$ cat config.mk
export PLATFORM = sky130hd
export DESIGN_NAME = dt_pair_gen
export DESIGN_NICKNAME = d
export VERILOG_FILES = /design/src/rtl/dt_pkg.sv /design/src/rtl/dt_edge_det.sv /design/src/rtl/dt_prescaler.sv /design/src/rtl/dt_down_counter.sv /design/src/rtl/dt_pair_gen.sv
export SDC_FILE = /design/constraint.sdc
export NUM_CORES = 1
export LEC_CHECK = 0
export BUFFER_PORTS_ARGS = -buffer_cell sky130_fd_sc_hd__buf_2
export CAP_MARGIN = 20
export CORE_MARGIN = 5
export CORE_UTILIZATION = 53
export DETAILED_ROUTE_END_ITERATION = 10
export PLACE_DENSITY = 0.82
export SLEW_MARGIN = 20
export SYNTH_ARGS = -nofsm -noshare
export SYNTH_HDL_FRONTEND = slang
export SYNTH_SLANG_ARGS = --single-unit
$ cat constraint.sdc
create_clock -name clk_i -period 4 [get_ports clk_i]
set_input_delay 0.4 -clock clk_i [delete_from_list [all_inputs] [get_ports clk_i]]
set_output_delay 0.4 -clock clk_i [all_outputs]
set_load 0.05 [all_outputs]
$ cat src/rtl/dt_pkg.sv
package dt_pkg;
  typedef enum logic {
    ASSIGN_PER_PAIR   = 1'b0,
    ASSIGN_EDGE_SPLIT = 1'b1
  } assign_e;

  // widest prescaler count for a given select width
  function automatic int presc_cnt_w(input int sel_w);
    return (1 << sel_w) - 1;
  endfunction
endpackage

$ cat src/rtl/dt_edge_det.sv
module dt_edge_det (
  input  logic clk_i,
  input  logic rst_ni,
  input  logic sig_i,
  output logic rise_o,
  output logic fall_o
);
  logic sig_q;

  always_ff @(posedge clk_i or negedge rst_ni) begin
    if (!rst_ni) sig_q <= 1'b0;
    else         sig_q <= sig_i;
  end

  assign rise_o = sig_i & ~sig_q;
  assign fall_o = ~sig_i & sig_q;
endmodule

$ cat src/rtl/dt_prescaler.sv
module dt_prescaler #(
  parameter int SEL_W = 2
) (
  input  logic             clk_i,
  input  logic             rst_ni,
  input  logic             clr_i,
  input  logic             run_i,
  input  logic [SEL_W-1:0] sel_i,
  output logic             tick_o
);
  localparam int CNT_W = dt_pkg::presc_cnt_w(SEL_W);

  logic [CNT_W-1:0] pc_q;
  logic [CNT_W-1:0] lim;

  assign lim    = CNT_W'((32'd1 << sel_i) - 32'd1);
  assign tick_o = run_i && (pc_q == lim);

  always_ff @(posedge clk_i or negedge rst_ni) begin
    if (!rst_ni)     pc_q <= '0;
    else if (clr_i)  pc_q <= '0;
    else if (!run_i) pc_q <= '0;
    else if (tick_o) pc_q <= '0;
    else             pc_q <= pc_q + 1'b1;
  end
endmodule

$ cat src/rtl/dt_down_counter.sv
module dt_down_counter #(
  parameter int DT_W = 6
) (
  input  logic            clk_i,
  input  logic            rst_ni,
  input  logic            load_i,
  input  logic [DT_W-1:0] load_val_i,
  input  logic            tick_i,
  output logic            zero_o
);
  logic [DT_W-1:0] cnt_q;

  always_ff @(posedge clk_i or negedge rst_ni) begin
    if (!rst_ni)                    cnt_q <= '0;
    else if (load_i)                cnt_q <= load_val_i;
    else if (tick_i && cnt_q != '0) cnt_q <= cnt_q - 1'b1;
  end

  assign zero_o = (cnt_q == '0);
endmodule

$ cat src/rtl/dt_pair_gen.sv
module dt_pair_gen #(
  parameter int DT_W  = 6,
  parameter int SEL_W = 2
) (
  input  logic             clk_i,
  input  logic             rst_ni,
  input  logic             pwm_i,
  input  logic [DT_W-1:0]  dt_a_i,
  input  logic [DT_W-1:0]  dt_b_i,
  input  logic [SEL_W-1:0] presc_sel_i,
  input  logic             split_mode_i,
  input  logic             pair_sel_i,
  input  logic             cfg_wr_i,
  output logic             hi_o,
  output logic             lo_o
);
  import dt_pkg::*;

  logic            rise, fall, edge_any;
  logic            tick, zero;
  logic            tgt_q;
  logic [DT_W-1:0] dt_sel;
  assign_e         mode;

  assign mode = assign_e'(split_mode_i);

  dt_edge_det u_edge (
    .clk_i  (clk_i),
    .rst_ni (rst_ni),
    .sig_i  (pwm_i),
    .rise_o (rise),
    .fall_o (fall)
  );

  assign edge_any = rise | fall;

  always_comb begin
    if (mode == ASSIGN_EDGE_SPLIT) dt_sel = rise ? dt_a_i : dt_b_i;
    else                           dt_sel = pair_sel_i ? dt_b_i : dt_a_i;
  end

  dt_prescaler #(.SEL_W(SEL_W)) u_presc (
    .clk_i  (clk_i),
    .rst_ni (rst_ni),
    .clr_i  (edge_any | cfg_wr_i),
    .run_i  (~zero),
    .sel_i  (presc_sel_i),
    .tick_o (tick)
  );

  dt_down_counter #(.DT_W(DT_W)) u_cnt (
    .clk_i      (clk_i),
    .rst_ni     (rst_ni),
    .load_i     (edge_any),
    .load_val_i (dt_sel),
    .tick_i     (tick),
    .zero_o     (zero)
  );

  // level the pair is heading to
  always_ff @(posedge clk_i or negedge rst_ni) begin
    if (!rst_ni)       tgt_q <= 1'b0;
    else if (edge_any) tgt_q <= pwm_i;
  end

  assign hi_o = zero &  tgt_q;
  assign lo_o = zero & ~tgt_q;
endmodule

==> results of run 1 <==
## cell type report
type                       instances  share of cell area, %
timing repair buffer              22                  12.65
tap                               15                  2.063
clock buffer                       4                  2.889
multi-input combinational         56                  50.07
sequential                        11                  30.26
inverter                           5                  2.063
## through the flow
step,power [mW],instances,cell area [µm²]
after CTS,0.3123,113,909.6
final,0.3138,113,909.6
after detailed placement,0.2356,108,873.3
after global routing,0.3350,113,909.6
after floorplan,0.2095,73,753.2
after global placement,0.2313,108,873.3
## cell usage after synthesis (all sizes together)
cell type	instances
a2111oi	1
a21o	1
a21oi	4
a311o	1
a31oi	1
and2	1
clkbuf	1
dfrtp	11
ha	4
inv	5
mux2	5
mux2i	5
nand2	1
nand2b	1
nand3	1
nor2	11
nor2b	1
nor3	2
nor3b	1
nor4	3
nor4b	1
o2111ai	1
o211ai	1
o21ai	2
o21bai	1
o31ai	1
or2	2
xnor2	2
xor2	1
## cell families after synthesis
logic type / Yosys count / synth area share [%]
compound gates: 14 / 16.11
xor+xnor: 3 / 3.489
fa+ha+maj: 4 / 6.645
buf+inv: 6 / 2.990
flops: 11 / 36.54
mux: 10 / 14.12
simple gates: 25 / 20.10
## critical path: stages, from the launching register on
cell     delay, ns
dfrtp_1       0.40
inv_1         0.12
ha_1          0.18
inv_1         0.08
nor3b_4       0.33
nor2b_1       0.16
buf_2         0.26
## metal layers
layer	vias up	wire length (µm)	share of wire [%]
met5	-	0	0
met4	0	38	2.6
met3	5	111	7.6
met2	31	694	48
met1	282	609	42
li1	314	-	-
## sequential cells by signal, summed over array words and instances (netlist names)
signal / count
u_cnt.cnt_q: 6
u_presc.pc_q: 3
u_edge.sig_q: 1
tgt_q: 1
## power by group
part | switching, mW | internal (mW)
Combinational | 0.0466 | 0.0448
Sequential | 0.0176 | 0.127
Clock | 0.0393 | 0.0387
Total | 0.104 | 0.210
## repair_timing
action,in CTS,in global routing
setup buffers,0,0
hold buffers,1,0
endpoints found under the hold margin,11,0
resized for setup,0,0
## path summary, 6_finish.rpt
kind | depth (start not counted) | slack [ns] | to
max in group asynchronous | 2 | 3.27 | u_presc.pc_q[0]$_DFF_PN0_
hold / removal | 1 | 0.26 | u_edge.sig_q$_DFF_PN0_
min in group asynchronous | 2 | 0.53 | u_cnt.cnt_q[3]$_DFFE_PN0P_
setup reg to reg | 7 | 2.19 | u_cnt.cnt_q[1]$_DFFE_PN0P_
hold reg to reg | 1 | 0.53 | tgt_q$_DFFE_PN0N_
setup / recovery | 6 | 1.79 | lo_o
==> impl_results.md, run 1 <==
* CTS max path bufs at 2
* Post-synth cell types at 33
* Nets at between 100 and 150
* Sequential element share of the synthesized area at a little over a third
* Worst-Margin Slew at roughly 0.43 ns
* VDD IR max at 0.0002253 V
* CTS Root Cell: clkbuf_4
* Pre-CTS setup slack at roughly 2.1 ns
* Fin Setup TNS at 0 ns
* Critical path startpoint: u_cnt.cnt_q[0]$_DFFE_PN0P_
* Worst EP arrival at roughly 1.8 ns
* Initial antenna violation count at 0
* First-pass GRT wire length at 2594 µm
* Vias in the first global route at approximately 600
* Final Core Density at between 60% and 70%
* Reg clk slew, reported paths at approximately 0.07 ns
* CP Launch Type: flop
* Leak at 0.4486 nW
* Hold Slack at roughly 0.26 ns
* Register bit total from synthesis at 11
* FILL cells at between 100 and 150
* Die Wd at around 48 µm
* Antenna violation net count after detailed routing at 0
* Min Tclk post-route at between 2 and 2.5 ns
* PnR worst setup slack at 1.793 ns
* Worst setup EP type: output pin
* Commonest non-fill, non-tap cell in the layout: buf_2
* Min-delay src: pwm_i
* RSZ-0062 raised after global routing: no
* Ys Warns at 0
* Synth top area share at a little over a third
* Die Area at between 2000 and 2500 µm²
* Inserted Diodes at 0
* FF/Latch Area at ~280 µm²
* Final Max Tran Viols at 0
* Remaining Overflow, GRT at 0
* Routability cong. at about 0.7
* Met1 Use GR at between 20% and 30%
* Synth-to-Final Area Change at 20.76%
* Global Route Usage Sum at between 10% and 20%
* Skew final at ~0.0032 ns
* Initial Util at 57.17%
* Initial DRC Count at 7
* Synth Cell Area at approximately 750 µm²
* Area occupied by multi-input gates at 455.4 µm²
* Die height at ~48 µm
* DR DRC count at 0
* Final hold vios at 0
* Via count at ~630
* CTS HTree Levels at 1
* Rows at 13
* GR peak layer: met2
* Ranking of synthesized cells by area: dfrtp_1 (37%), mux2_2 (7.5%), ha_1 (6.6%)
* Share of layout cells above drive strength 1 at a little under two fifths
* RR Startpoint: u_cnt.cnt_q[0]$_DFFE_PN0P_
* Syn avg cell area at around 10 µm²
* Mapped Cells at between 70 and 80
* Wire length per cell at around 13 µm
* HPWL after detailed placement at ~1200 µm
* Post-synth net total at between 90 and 100
* Met3 Use GR at 3.759%
* I/O pins at 22
* Power per standard cell area at roughly 340 nW/µm²
* DRT Wirelength at approximately 1500 µm
* Max-cap violations at 0
* Port Buffers at 21
* Via/cell ratio at between 5 and 6
* CTS Buf Count at 3
* Run status: finished clean
* Max-Slew Margin vs Limit at between 70% and 80%
* Largest net degree at the start of global routing at 16
* Crit share post-route at between 50% and 60%
* CTS tree: yes
* Commonest cells after routing, fill and taps aside: buf_2 (21), nor2_1 (11), dfrtp_1 (11)
* Clock Sinks at 11
* First-pass detailed-route iteration total at 4
* Final setup fails at 0
* Clock Latency Late Sink at 0.27 ns
* Crit Path Class: flop to output pin
* Worst min path class: input port to flop
* Worst Path Max Fanout at 8
* CP required at around 3.6 ns
* Max Fclk at around 0.45 GHz
* Yosys top cell by area: dfrtp_1
* M2 GR Usage at approximately a quarter
* Core footprint at about 1300 µm²
Power figures use the tool's default switching activity.
==> inputs of run 2 (changes only) <==
CORE_UTILIZATION = 49   (was 53)
PLACE_DENSITY = 0.77   (was 0.82)
clock period = 2.2 ns   (was 4 ns; I/O delays follow)
==> impl_results.md, run 2 (synthesis gave the netlist of run 1 again) <==
* Postcts setup bufs at 0 (unchanged)
* Initial DRC Count at 8 (+1)
* CTS tree: yes
* Vias in the first global route at 626 (+2.8%)
* CP Cell Sequence: inv_1 > ha_1 > inv_1 > nor3b_4 > nor2b_1 > buf_2
* Final Max Tran Viols at 0 (unchanged)
* Largest net degree at the start of global routing at 16 (unchanged)
* First-pass GRT wire length at 2573 µm (-0.81%)
* Number of gates resized after cts at 0 (unchanged)
* Remaining Overflow, GRT at 0 (unchanged)
* Skew final at 0.001066 ns (-0.002123 ns)
* Port Buffers at 21 (unchanged)
* Largest register FFs at 6 (unchanged)
* Final setup fails at 0 (unchanged)
* Rows at 14 (+1)
* Commonest non-fill, non-tap cell in the layout: buf_2
* CTS Root Cell: clkbuf_4
* CP Launch Type: flop
* First-pass detailed-route iteration total at 3 (-1)
* CP max-delay cell: dfrtp_1
* Initial antenna violation count at 0 (unchanged)
* Initial Util at 50.59% (-6.6 points)
* Share of layout cells above drive strength 1 at 37.76% (unchanged)
* Max Fclk at just under 0.5 GHz
* Crit Path Class: flop to output pin
* Commonest cells after routing, fill and taps aside: buf_2 (21), nor2_1 (11), dfrtp_1 (11)
* Die Wd at 49.21 µm (+3.2%)
* VDD IR max at 0.0003703 V (+64%)
* CTS HTree Levels at 1 (unchanged)
* Synth-to-Final Area Change at 20.93%
* Clock Sinks at 11 (unchanged)
* Core footprint at 1489 µm² (+13%)
* Worst setup EP type: output pin
* Reg clk slew, reported paths at 0.07 ns (about the same)
* FILL cells at 117 (+10%)
* Routability cong. at 0.7309 (+5.8%)
* Die height at 49.21 µm (+3.2%)
* CP required at 1.98 ns (-1.62 ns)
* Inserted Diodes at 0 (unchanged)
* I/O pins at 22 (unchanged)
* Top flop regs: u_cnt.cnt_q x6, u_presc.pc_q x3
* DR DRC count at 0 (unchanged)
* Antenna violation net count after detailed routing at 0 (unchanged)
* Worst EP arrival at 1.81 ns (about the same)
* CTS Buf Count at 3 (unchanged)
* Register with the most flip-flops: u_cnt.cnt_q
* Max-Slew Margin vs Limit at 70.97% (-0.45 points)
* Pre-CTS setup slack at 0.4756 ns (-1.622 ns)
* Worst min path class: input port to flop
* Clock Latency Late Sink at 0.28 ns (about the same)
* Run status: finished clean
* Final instance area at 910.9 µm² (+0.14%)
* Via count at 603 (-4.6%)
* Leak at 0.4486 nW (unchanged)
* Via/cell ratio at 5.289 (-5.4%)
* CP dominant cell by count: inv_1
* DRT Wirelength at 1412 µm (-2.8%)
* Wire length per cell at 12.39 µm (-3.7%)
* Max-cap violations at 0 (unchanged)
* Final hold vios at 0 (unchanged)
* Power per standard cell area at 621.9 nW/µm² (+80%)
* Fin Setup TNS at 0 ns (unchanged)
* Global Route Usage Sum at 13.35% (-3.5 points)
* Worst Path Max Fanout at 8 (unchanged)
* CTS max path bufs at 2 (unchanged)
* Crit-path max cell delay at 0.39 ns (about the same)
* Placement Cell Area at 874.6 µm² (+0.14%)
* HPWL after detailed placement at 1099 µm (-4.5%)
* Min Tclk post-route at around 2 ns
* Crit share post-route at between 90 and 100%
* Final Core Density at 61.18% (-7.9 points)
* Worst-Margin Slew at 0.4354 ns (+0.006813 ns)
* Die Area at 2421 µm² (+6.4%)
* Pwr Total at 0.5664 mW (+81%)
* PnR worst setup slack at 0.1743 ns (-1.619 ns)
* RSZ-0062 raised after global routing: no
* Nets at 123 (unchanged)
==> run 2: cell counts in the layout (fill, tap and decap cells not counted) <==
Identical to the previous run, type by type.
==> run 2: final timing paths <==
| kind | startpoint | to | slack [ns] | cells past startpoint |
|---|---|---|---|---|
| min | pwm_i | u_edge.sig_q$_DFF_PN0_ | 0.08 | 1 |
| min reg2reg | tgt_q$_DFFE_PN0N_ | tgt_q$_DFFE_PN0N_ | 0.53 | 1 |
| min in group asynchronous | rst_ni | u_cnt.cnt_q[1]$_DFFE_PN0P_ | 0.34 | 2 |
| max in group asynchronous | rst_ni | u_presc.pc_q[1]$_DFF_PN0_ | 1.66 | 2 |
| max | u_cnt.cnt_q[0]$_DFFE_PN0P_ | lo_o | 0.17 | 6 |
| max reg2reg | u_cnt.cnt_q[0]$_DFFE_PN0P_ | u_cnt.cnt_q[1]$_DFFE_PN0P_ | 0.46 | 7 |
==> run 2: layer usage <==
| metal | vias up | global-route usage [%] | share of wire, % |
|---|---|---|---|
| li1 | 314 | - | - |
| met1 | 263 | 17.36 | 46 |
| met2 | 21 | 18.88 | 43 |
| met3 | 5 | 2.141 | 7.2 |
| met4 | 0 | 11.21 | 3.3 |
| met5 | - | 0 | 0 |
==> run 2: worst max-delay path, delay by kind of cell (launching register included) <==
| family | cells | cell delay (ns) |
|---|---|---|
| flops | 1 | 0.39 |
| fa+ha+maj | 1 | 0.18 |
| simple gates | 2 | 0.51 |
| buf+inv | 3 | 0.46 |
==> run 2: timing repair <==
action | CTS | global route
endpoints found under the setup margin | 0 | 0
hold buffers | 1 | 0
hold endpoints to repair | 11 | 0
==> run 2: layout make-up <==
| cell class | instances | area, µm² | area share [%] |
|---|---|---|---|
| multi-input cells | 56 | 455.4 | 50.00 |
| flip-flops and latches | 11 | 275.3 | 30.22 |
| repair buffers | 22 | 115.1 | 12.64 |
| clock buffers | 4 | 26.28 | 2.885 |
| well taps | 16 | 20.02 | 2.198 |
| inverters | 5 | 18.77 | 2.060 |
==> run 2: power breakdown <==
group | internal, mW | switching, mW | total, mW
Combinational | 0.0805 | 0.0801 | 0.161
Clock | 0.0704 | 0.0725 | 0.143
Sequential | 0.230 | 0.0325 | 0.263
Total | 0.381 | 0.185 | 0.566
==> run 2: per-stage QoR <==
stage / instances / hold WS, ns
after floorplan: 73 / -0.07559
after global placement: 109 / 0.09603
after detailed placement: 109 / 0.1034
after CTS: 114 / 0.07978
after global routing: 114 / 0.08688
final: 114 / 0.07927
==> inputs of run 3 (changes only) <==
CORE_MARGIN = default   (was 5)
PLACE_DENSITY = 0.76   (was 0.77)
==> impl_results.md, run 3 (synthesis gave the netlist of run 1 again) <==
* Run status: finished clean
* CTS Buf Count at 3 (unchanged)
* Pre-CTS setup slack at 0.4607 ns (-0.01487 ns)
* CP required at 1.98 ns (about the same)
* Inserted Diodes at 0 (unchanged)
* Placement Cell Area at 873.3 µm² (-0.14%)
* Via/cell ratio at 5.274 (-0.29%)
* Switching power at 0.1793 mW (-3.1%)
* Global Route Usage Sum at 19.82% (+6.5 points)
* Final Max Tran Viols at 0 (unchanged)
* Worst-Margin Slew at 0.4435 ns (+0.008119 ns)
* Leak at 0.4486 nW (unchanged)
* Worst min path class: input port to flop
* RSZ-0062 raised after global routing: no
* Via count at 596 (-1.2%)
* Register with the most flip-flops: u_cnt.cnt_q
* Sw frac at 32.01% (-0.68 points)
* CP dominant cell by count: inv_1
* Commonest non-fill, non-tap cell in the layout: buf_2
* CP Launch Type: flop
* Max-Slew Margin vs Limit at 70.43% (-0.54 points)
* Min Tclk post-route at 1.997 ns (-0.02915 ns)
* VDD IR max at 0.0003558 V (-3.9%)
* Fin Setup TNS at 0 ns (unchanged)
* First-pass GRT wire length at 2173 µm (-16%)
* PnR worst setup slack at 0.2034 ns (+0.02915 ns)
* Clock Latency Late Sink at 0.26 ns (-0.02 ns)
* Wire length per cell at 11.63 µm (-6.1%)
* Initial antenna violation count at 0 (unchanged)
* DRT Wirelength at 1314 µm (-6.9%)
* WP buf/inv at 3 (unchanged)
* First-pass detailed-route iteration total at 2 (-1)
* Internal power at 0.3809 mW (about the same)
* Worst setup EP type: output pin
* I/O pins at 22 (unchanged)
* Finished Layout Cells at 113 (-0.88%)
* Crit share post-route at 90.75% (-1.3 points)
* Final hold vios at 0 (unchanged)
* Port Buffers at 21 (unchanged)
* Comb pwr share at 28.5% (about the same)
* Flop pwr share at 47.0% (+0.6 points)
* Skew final at 0.002580 ns (+0.001514 ns)
* Antenna violation net count after detailed routing at 0 (unchanged)
* Clock Sinks at 11 (unchanged)
* Largest register FFs at 6 (unchanged)
* Commonest cells after routing, fill and taps aside: buf_2 (21), nor2_1 (11), dfrtp_1 (11)
* Share of layout cells above drive strength 1 at 37.76% (unchanged)
* Synth-to-Final Area Change at 20.76%
* Initial DRC Count at 1 (-7)
* CTS Root Cell: clkbuf_4
* HPWL after detailed placement at 1075 µm (-2.2%)
* Crit path max-delay family: simple AND/OR/NAND/NOR gates
* Final instance area at 909.6 µm² (-0.14%)
* Die height at 41.21 µm (-16%)
* Placed insts at 108 (-0.92%)
* Final setup fails at 0 (unchanged)
* Power per standard cell area at 615.9 nW/µm² (-0.96%)
* Core footprint at 1366 µm² (-8.2%)
* Remaining Overflow, GRT at 0 (unchanged)
* Initial Util at 55.13% (+4.5 points)
* Crit Path Class: flop to output pin
* Max Fclk at 0.5009 GHz (+1.5%)
* CTS HTree Levels at 1 (unchanged)
* Crit-path max cell delay at 0.39 ns (about the same)
* Clock share of power at 24.5% (-0.7 points)
* Worst Path Max Fanout at 8 (unchanged)
* Reg clk slew, reported paths at 0.07 ns (about the same)
* Vias in the first global route at 545 (-13%)
* Largest net degree at the start of global routing at 16 (unchanged)
* Die Wd at 41.21 µm (-16%)
* Nets at 123 (unchanged)
* DR DRC count at 0 (unchanged)
* Worst EP arrival at 1.78 ns (-0.03 ns)
* Max-cap violations at 0 (unchanged)
* Rows at 13 (-1)
* Die Area at 1698 µm² (-30%)
* Routability cong. at 0.7175 (-1.8%)
* CP Cell Sequence: inv_1 > ha_1 > inv_1 > nor3b_4 > nor2b_1 > buf_2
* Top flop regs: u_cnt.cnt_q x6, u_presc.pc_q x3
* CTS tree: yes
* CP max-delay cell: dfrtp_1
* CTS max path bufs at 2 (unchanged)
==> run 3: cell counts in the layout (fill, tap and decap cells not counted) <==
Identical to the previous run, type by type.
==> run 3: area by class of cell <==
type                            instances  area, µm²
Clock buffer                            4      26.28
Multi-Input combinational cell         56      455.4
Fill cell                             134      456.7
Sequential cell                        11      275.3
Inverter                                5      18.77
Tap cell                               15      18.77
Timing Repair Buffer                   22      115.1
==> run 3: metal layers <==
metal | GRT usage [%] | part of all wire (%) | vias up | wire (µm)
li1 | - | - | 317 | -
met1 | 24.67 | 50 | 263 | 652
met2 | 32.81 | 47 | 14 | 614
met3 | 3.261 | 2.6 | 2 | 34
met4 | 9.677 | 0.99 | 0 | 13
met5 | 0 | 0 | - | 0
==> run 3: final timing paths <==
check                                                  end                       start  cells past startpoint  slack (ns)
worst max-delay path                                  lo_o  u_cnt.cnt_q[0]$_DFFE_PN0P_                      6        0.20
worst min-delay path                u_edge.sig_q$_DFF_PN0_                       pwm_i                      1        0.09
worst max register to register  u_cnt.cnt_q[1]$_DFFE_PN0P_  u_cnt.cnt_q[0]$_DFFE_PN0P_                      7        0.48
worst min register to register           tgt_q$_DFFE_PN0N_           tgt_q$_DFFE_PN0N_                      1        0.53
max in group asynchronous        u_presc.pc_q[0]$_DFF_PN0_                      rst_ni                      2        1.65
min in group asynchronous       u_cnt.cnt_q[1]$_DFFE_PN0P_                      rst_ni                      2        0.34
==> run 3: worst register-to-register path, stage by stage, from the launching register on <==
cell	delay (ns)
dfrtp_1	0.39
inv_1	0.12
ha_1	0.18
inv_1	0.07
nor3b_4	0.32
o21bai_1	0.24
mux2i_1	0.23
a21o_1	0.12
==> run 3: repair_timing <==
item / 4_1_cts / 5_1_grt
hold buffers: 1 / 0
setup buffers: 0 / 0
resized for setup: 0 / 0
hold endpoints to repair: 11 / 0
setup endpoints to repair: 0 / 0
==> run 3: power groups by stage <==
stage / sequential, mW / combinational, mW / clock [mW]
CTS: 0.263 / 0.162 / 0.142
detailed placement: 0.267 / 0.160 / 0
finish: 0.264 / 0.159 / 0.137
global placement: 0.265 / 0.156 / 0
floorplan: 0.261 / 0.120 / 0
global route: 0.269 / 0.180 / 0.156
==> run 3: through the flow <==
stage | hold slack, ns | utilization [%] | power, mW
after floorplan | -0.07559 | - | 0.3809
after global placement | 0.09701 | 63.92 | 0.4209
after detailed placement | 0.1061 | 63.92 | 0.4267
after CTS | 0.07939 | 66.58 | 0.5676
after global routing | 0.08217 | 66.58 | 0.6047
final | 0.09474 | 66.58 | 0.5602
